==> config.mk <==
export PLATFORM = sky130hd
export DESIGN_NAME = ioxr_regfront
export DESIGN_NICKNAME = d
export VERILOG_FILES = /design/src/rtl/ioxr_pkg.sv /design/src/rtl/ioxr_decode.sv /design/src/rtl/ioxr_table.sv /design/src/rtl/ioxr_rdmux.sv /design/src/rtl/ioxr_regfront.sv
export SDC_FILE = /design/constraint.sdc
export NUM_CORES = 2
export LEC_CHECK = 0
export BUFFER_PORTS_ARGS = -buffer_cell sky130_fd_sc_hd__buf_4
export CAP_MARGIN = 30
export CORE_AREA = 3 3 627 629
export DETAILED_ROUTE_END_ITERATION = 10
export DIE_AREA = 0 0 630 632
export PLACE_DENSITY_LB_ADDON = 0.1
export SLEW_MARGIN = 10
export SYNTH_ARGS = -nofsm -noshare
export SYNTH_HDL_FRONTEND = slang
export SYNTH_SLANG_ARGS = --single-unit
==> constraint.sdc <==
create_clock -name clk -period 3.5 [get_ports clk]
set_input_delay 0.175 -clock clk [delete_from_list [all_inputs] [get_ports clk]]
set_output_delay 0.175 -clock clk [all_outputs]
set_load 0.005 [all_outputs]
==> src/rtl/ioxr_pkg.sv <==
package ioxr_pkg;
  localparam logic [7:0] OFS_SEL  = 8'h00;
  localparam logic [7:0] OFS_WIN  = 8'h10;
  localparam logic [7:0] IDX_ID   = 8'h00;
  localparam logic [7:0] IDX_VER  = 8'h01;
  localparam logic [7:0] IDX_ARB  = 8'h02;
  localparam logic [7:0] IDX_TBL  = 8'h10;
  localparam logic [7:0] VER_CODE = 8'h11;
  localparam int ID_LSB    = 24;
  localparam int ID_W      = 4;
  localparam int MASK_BIT  = 16;
  localparam int CNT_LSB   = 16;

  typedef enum logic [2:0] {
    TGT_NONE, TGT_ID, TGT_VER, TGT_ARB, TGT_TBL
  } tgt_e;

  typedef enum logic [1:0] {
    ACC_NONE, ACC_SEL, ACC_WIN
  } acc_e;
endpackage

==> src/rtl/ioxr_decode.sv <==
module ioxr_decode
  import ioxr_pkg::*;
#(
  parameter int NUM_ENT = 24,
  parameter int ENT_W   = $clog2(NUM_ENT)
) (
  input  logic [7:0]       addr_lo,
  input  logic [7:0]       idx,
  output acc_e             acc,
  output tgt_e             tgt,
  output logic [ENT_W-1:0] ent,
  output logic             hi
);
  logic [7:0] off;
  logic [6:0] ent_full;

  always_comb begin
    if (addr_lo == OFS_SEL)      acc = ACC_SEL;
    else if (addr_lo == OFS_WIN) acc = ACC_WIN;
    else                         acc = ACC_NONE;
  end

  assign off      = idx - IDX_TBL;
  assign ent_full = off[7:1];
  assign hi       = idx[0];
  assign ent      = ent_full[ENT_W-1:0];

  always_comb begin
    if (idx == IDX_ID)        tgt = TGT_ID;
    else if (idx == IDX_VER)  tgt = TGT_VER;
    else if (idx == IDX_ARB)  tgt = TGT_ARB;
    else if (idx >= IDX_TBL && 32'(ent_full) < NUM_ENT) tgt = TGT_TBL;
    else                      tgt = TGT_NONE;
  end
endmodule

==> src/rtl/ioxr_table.sv <==
module ioxr_table
  import ioxr_pkg::*;
#(
  parameter int NUM_ENT = 24,
  parameter int ENT_W   = $clog2(NUM_ENT)
) (
  input  logic                    clk,
  input  logic                    rst_n,
  input  logic                    wr_en,
  input  logic [ENT_W-1:0]        wr_ent,
  input  logic                    wr_hi,
  input  logic [31:0]             wr_data,
  output logic [64*NUM_ENT-1:0]   tbl_flat
);
  localparam logic [63:0] RST_ENTRY = 64'(1) << MASK_BIT;

  for (genvar g = 0; g < NUM_ENT; g++) begin : g_ent
    logic [31:0] lo_q, hi_q;
    logic sel;
    assign sel = wr_en && (32'(wr_ent) == g);
    always_ff @(posedge clk or negedge rst_n) begin
      if (!rst_n) begin
        lo_q <= RST_ENTRY[31:0];
        hi_q <= RST_ENTRY[63:32];
      end else if (sel) begin
        if (wr_hi) hi_q <= wr_data;
        else       lo_q <= wr_data;
      end
    end
    assign tbl_flat[64*g +: 64] = {hi_q, lo_q};
  end
endmodule

==> src/rtl/ioxr_rdmux.sv <==
module ioxr_rdmux
  import ioxr_pkg::*;
#(
  parameter int NUM_ENT = 24,
  parameter int ENT_W   = $clog2(NUM_ENT)
) (
  input  acc_e                  acc,
  input  tgt_e                  tgt,
  input  logic [ENT_W-1:0]      ent,
  input  logic                  hi,
  input  logic [7:0]            idx,
  input  logic [ID_W-1:0]       id,
  input  logic [64*NUM_ENT-1:0] tbl_flat,
  output logic [31:0]           data
);
  localparam logic [7:0] LAST_ENT = 8'(NUM_ENT - 1);
  localparam logic [31:0] VER_WORD = {8'h00, LAST_ENT, 8'h00, VER_CODE};

  logic [63:0] entry;
  assign entry = tbl_flat[64*int'(ent) +: 64];

  always_comb begin
    data = '0;
    case (acc)
      ACC_SEL: data = {24'h0, idx};
      ACC_WIN: begin
        case (tgt)
          TGT_ID:  data[ID_LSB +: ID_W] = id;
          TGT_VER: data = VER_WORD;
          TGT_TBL: data = hi ? entry[63:32] : entry[31:0];
          default: data = '0;
        endcase
      end
      default: data = '0;
    endcase
  end
endmodule

==> src/rtl/ioxr_regfront.sv <==
module ioxr_regfront
  import ioxr_pkg::*;
#(
  parameter int NUM_ENT = 24,
  parameter int ADDR_W  = 12
) (
  input  logic                  clk,
  input  logic                  rst_n,
  input  logic                  bus_valid,
  output logic                  bus_ready,
  input  logic                  bus_write,
  input  logic [ADDR_W-1:0]     bus_addr,
  input  logic [31:0]           bus_wdata,
  output logic                  rd_valid,
  output logic [31:0]           rd_data,
  output logic [64*NUM_ENT-1:0] tbl_flat,
  output logic                  tbl_upd
);
  localparam int ENT_W = $clog2(NUM_ENT);

  logic [7:0]       sel_idx;
  logic [ID_W-1:0]  id_q;
  acc_e             acc;
  tgt_e             tgt;
  logic [ENT_W-1:0] ent;
  logic             hi;
  logic [31:0]      rd_mux;
  logic             acc_rd, acc_wr, tbl_wr;

  assign bus_ready = 1'b1;
  assign acc_rd = bus_valid && !bus_write;
  assign acc_wr = bus_valid && bus_write;
  assign tbl_wr = acc_wr && (acc == ACC_WIN) && (tgt == TGT_TBL);

  ioxr_decode #(.NUM_ENT(NUM_ENT), .ENT_W(ENT_W)) u_dec (
    .addr_lo(bus_addr[7:0]), .idx(sel_idx),
    .acc(acc), .tgt(tgt), .ent(ent), .hi(hi)
  );

  ioxr_table #(.NUM_ENT(NUM_ENT), .ENT_W(ENT_W)) u_tbl (
    .clk(clk), .rst_n(rst_n), .wr_en(tbl_wr), .wr_ent(ent),
    .wr_hi(hi), .wr_data(bus_wdata), .tbl_flat(tbl_flat)
  );

  ioxr_rdmux #(.NUM_ENT(NUM_ENT), .ENT_W(ENT_W)) u_mux (
    .acc(acc), .tgt(tgt), .ent(ent), .hi(hi), .idx(sel_idx),
    .id(id_q), .tbl_flat(tbl_flat), .data(rd_mux)
  );

  always_ff @(posedge clk or negedge rst_n) begin
    if (!rst_n) begin
      sel_idx  <= '0;
      id_q     <= '0;
      rd_valid <= 1'b0;
      rd_data  <= '0;
      tbl_upd  <= 1'b0;
    end else begin
      rd_valid <= acc_rd;
      if (acc_rd) rd_data <= rd_mux;
      tbl_upd  <= tbl_wr;
      if (acc_wr && acc == ACC_SEL) sel_idx <= bus_wdata[7:0];
      if (acc_wr && acc == ACC_WIN && tgt == TGT_ID)
        id_q <= bus_wdata[ID_LSB +: ID_W];
    end
  end
endmodule

==> results_dict.tcl <==
set metrics [dict create \
    cts_sinks 1582 \
    finalCritPeriodShare_pct 95.99 \
    synth_fa_ha_area_share_pct 0.03474 \
    rsz0062_at_grt "no" \
    power.switching_mw 10.57 \
    fin_crit_ps 3360 \
    drt_first_pass_iters 8 \
    grtUsageTotal_pct 23.67 \
    multi_input_area_um2 30660 \
    ant_nets 0 \
    h-tree-depth 4 \
    rows 229 \
    skew_ps 62.52 \
    synth_compound_area_share_pct 2.925 \
    yosys_most_used_dff "dfrtp_1" \
    yosys-top-cells-count "1558 x dfrtp_1, 1531 x mux2_2, 302 x mux4_2" \
    clockBufferDepth 4 \
    drt-total-wl_um 487800 \
    clkTransAtPathRegs_ps 60 \
    grt_pass1_wl_um 624000 \
    synth-simple-area-share_pct 2.190 \
    reg2reg_slack_ps 140 \
    end_kind "register" \
    vias 53490 \
    irDropWorstVdd_mv 0.3819 \
    cp_max_fo 11 \
    synth_edf_count 0 \
    post-place-ws_ps 39.66 \
    status "completed" \
    power_frac_comb_pct 3.9 \
    synth_top_family_by_area "multiplexers" \
    cts_tree "built" \
    r2r-start "sel_idx[5]" \
    clk_latency_ps 930 \
    fp.dieW_um 630 \
    grt_pass1_vias 55140 \
    synthMuxAreaShare_pct 36.89 \
    min_path_type "primary input to register" \
    startpoint_type "register" \
    synth_area_um2 72030 \
    postSynthAreaPerCell_um2 15.29 \
    finalSetupViolations 0 \
    port_buffers 1613 \
    vias_per_cell 4.510 \
    core_um2 388500 \
    die_h_um 632 \
    setup_ws_ps 140.3 \
    fin_util_pct 25.93 \
    p_per_area_nw_per_um2 420.8 \
    antenna_found_initial 49 \
    drv_cap 0 \
    grt_max_degree 100 \
    slew_headroom_pct 21.36 \
    synth_nets 4760 \
    netSwitchingFraction_pct 24.92 \
    yosysSeqAreaShare_pct 55.00 \
    criticalPathCategory "register to register" \
    regArea_um2 39640 \
    cts_root_buf "clkbuf_16" \
    dp_hpwl_um 365900 \
    route.detailed.drc 0 \
    rr_worst_depth 9 \
    hold_violations 0 \
    gp_congestion 0.8163 \
    fp.dieArea_um2 398200 \
    clockPowerShare_pct 52.9 \
    cp.required_ps 4280 \
    tritoncts.num_buffers 211 \
    fmax_mhz 297.6 \
    fillers 40670 \
    ys_warn_count 0 \
    final_layout_size_suffix_gt1_share_pct 63.84 \
    p_int_mw 31.83 \
    synth_largest_area_cell "dfrtp_1" \
    nets 6518 \
    hp-start "bus_wdata[27]" \
    io_pins 1619 \
    synth.top_cell.area_share_pct 54.13 \
    min_path_cells 2 \
    initial_core_util_pct 18.54 \
    finalMaxSlewViolations 0 \
    ys_seq_elements 1582 \
    synthCells 4710 \
    hold_path_end "u_tbl.g_ent[9].lo_q[27]" \
    yosysMostFrequentCell "dfrtp_1" \
    leakagePower_nw 49.40 \
    synthTopCellsByArea "dfrtp_1 54%, mux2_2 24%, mux4_2 9.4%" \
    grt-ovfl-total 0 \
    drt-initial-drc-count 3551 \
    synth_cell_types 56 \
    synth-async-reset-ratio_pct 100.0 \
    cp.arrival_ps 4140 \
    r2r-end "u_tbl.g_ent[0].hi_q[7]" \
    syn_to_final_growth_pct 39.85 \
    tightest_slew_ps 1180 \
    synth_xor_area_share_pct 0 \
    wl_per_cell_um 41.13 \
    p_seq_share_pct 43.2 \
]
-- layer usage --
metal | up-vias | wire (um) | track usage (%)
met5 | - | 0 | 0
met4 | 0 | 17680 | 7.367
met3 | 464 | 30650 | 5.743
met2 | 1921 | 242500 | 41.04
met1 | 29840 | 196900 | 28.78
li1 | 21270 | - | -
-- registers in the layout, indices dropped and copies added, names as in the netlist --
name and count:
u_tbl.g_ent.lo_q 768, rd_valid 1, sel_idx 8, id_q 4
tbl_upd 1, rd_data 32, u_tbl.g_ent.hi_q 768
-- cell usage in the layout, fill, tap and decap left out, drive strengths merged, types with 11 or more instances in the layout --
cell | synthesis | layout
a21oi | 32 | 32
a221oi | 24 | 24
a22oi | 91 | 91
a32o | 16 | 16
buf | 214 | 1979
clkbuf | 260 | 333
clkinv | 1 | 30
dfrtp | 1558 | 1558
dfstp | 24 | 24
diode | 0 | 23
dlygate4sd3 | 0 | 40
inv | 2 | 11
mux2 | 1561 | 1561
mux2i | 219 | 219
mux4 | 302 | 302
nand2 | 86 | 86
nand3 | 45 | 45
nand4 | 27 | 27
nor2 | 35 | 35
nor2b | 19 | 19
nor3 | 11 | 11
nor4 | 13 | 13
o211ai | 33 | 33
o21ai | 39 | 39
o22ai | 15 | 15
-- worst max-delay path by stage --
stage,to,cells after the start,startpoint
2_1_floorplan,u_tbl.g_ent[20].lo_q[10],12,sel_idx[4]
3_3_place_gp,rd_data[16],9,sel_idx[5]
3_5_place_dp,u_tbl.g_ent[17].hi_q[4],11,sel_idx[5]
4_1_cts,u_tbl.g_ent[17].hi_q[4],11,sel_idx[5]
5_1_grt,u_tbl.g_ent[0].hi_q[7],9,sel_idx[5]
6_report,u_tbl.g_ent[0].hi_q[7],9,sel_idx[5]
-- metrics by stage --
stage	hold slack, ps	instances	total power, mW	TNS [ps]	cell area [um2]
after floorplan	-120.6	4710	19.17	0	72030
after global placement	218.7	11410	20.32	-152.1	93250
after detailed placement	215.2	11410	20.33	0	93260
after CTS	17.61	11840	43.17	0	100700
after global routing	51.17	11840	43.85	0	100700
final	67.05	11860	42.39	0	100700
-- critical path, stage by stage (launching register included) --
cell and delay (ps):
dfrtp_1 430, inv_1 100, ha_1 230, o41ai_2 430, buf_4 180, nand2_1 130, buf_4 230, nor4b_4 660
buf_4 450, mux2_2 390
-- power by group through the flow --
stage / sequential [mW] / combinational (mW) / clock, mW
after floorplan: 18.6 / 0.533 / 0
after global placement: 18.6 / 1.68 / 0
after detailed placement: 18.6 / 1.69 / 0
after CTS: 18.3 / 1.74 / 23.1
after global routing: 18.3 / 1.80 / 23.7
final: 18.3 / 1.67 / 22.4
-- cell families after synthesis --
| logic type | after synthesis |
|---|---|
| compound gates | 293 |
| fa+ha+maj | 2 |
| buf+inv | 477 |
| flops | 1582 |
| mux | 2082 |
| other cells | 1 |
| simple gates | 273 |
-- layout make-up --
type	instances	share of cell area [%]
Clock buffer	333	6.316
Sequential cell	1582	39.35
Inverter	3	0.01615
Timing Repair Buffer	2019	16.76
Clock inverter	52	0.6099
Tap cell	5197	6.455
Multi-Input combinational cell	2651	30.44
Antenna cell	23	0.05714
-- what timing repair did --
action,in CTS,in global routing
hold buffers,41,0
resized for setup,0,0
endpoints found under the hold margin,2274,0
setup endpoints to repair,0,24
buffers inserted,0,2
Note: power is estimated with default switching activity, not from simulation.
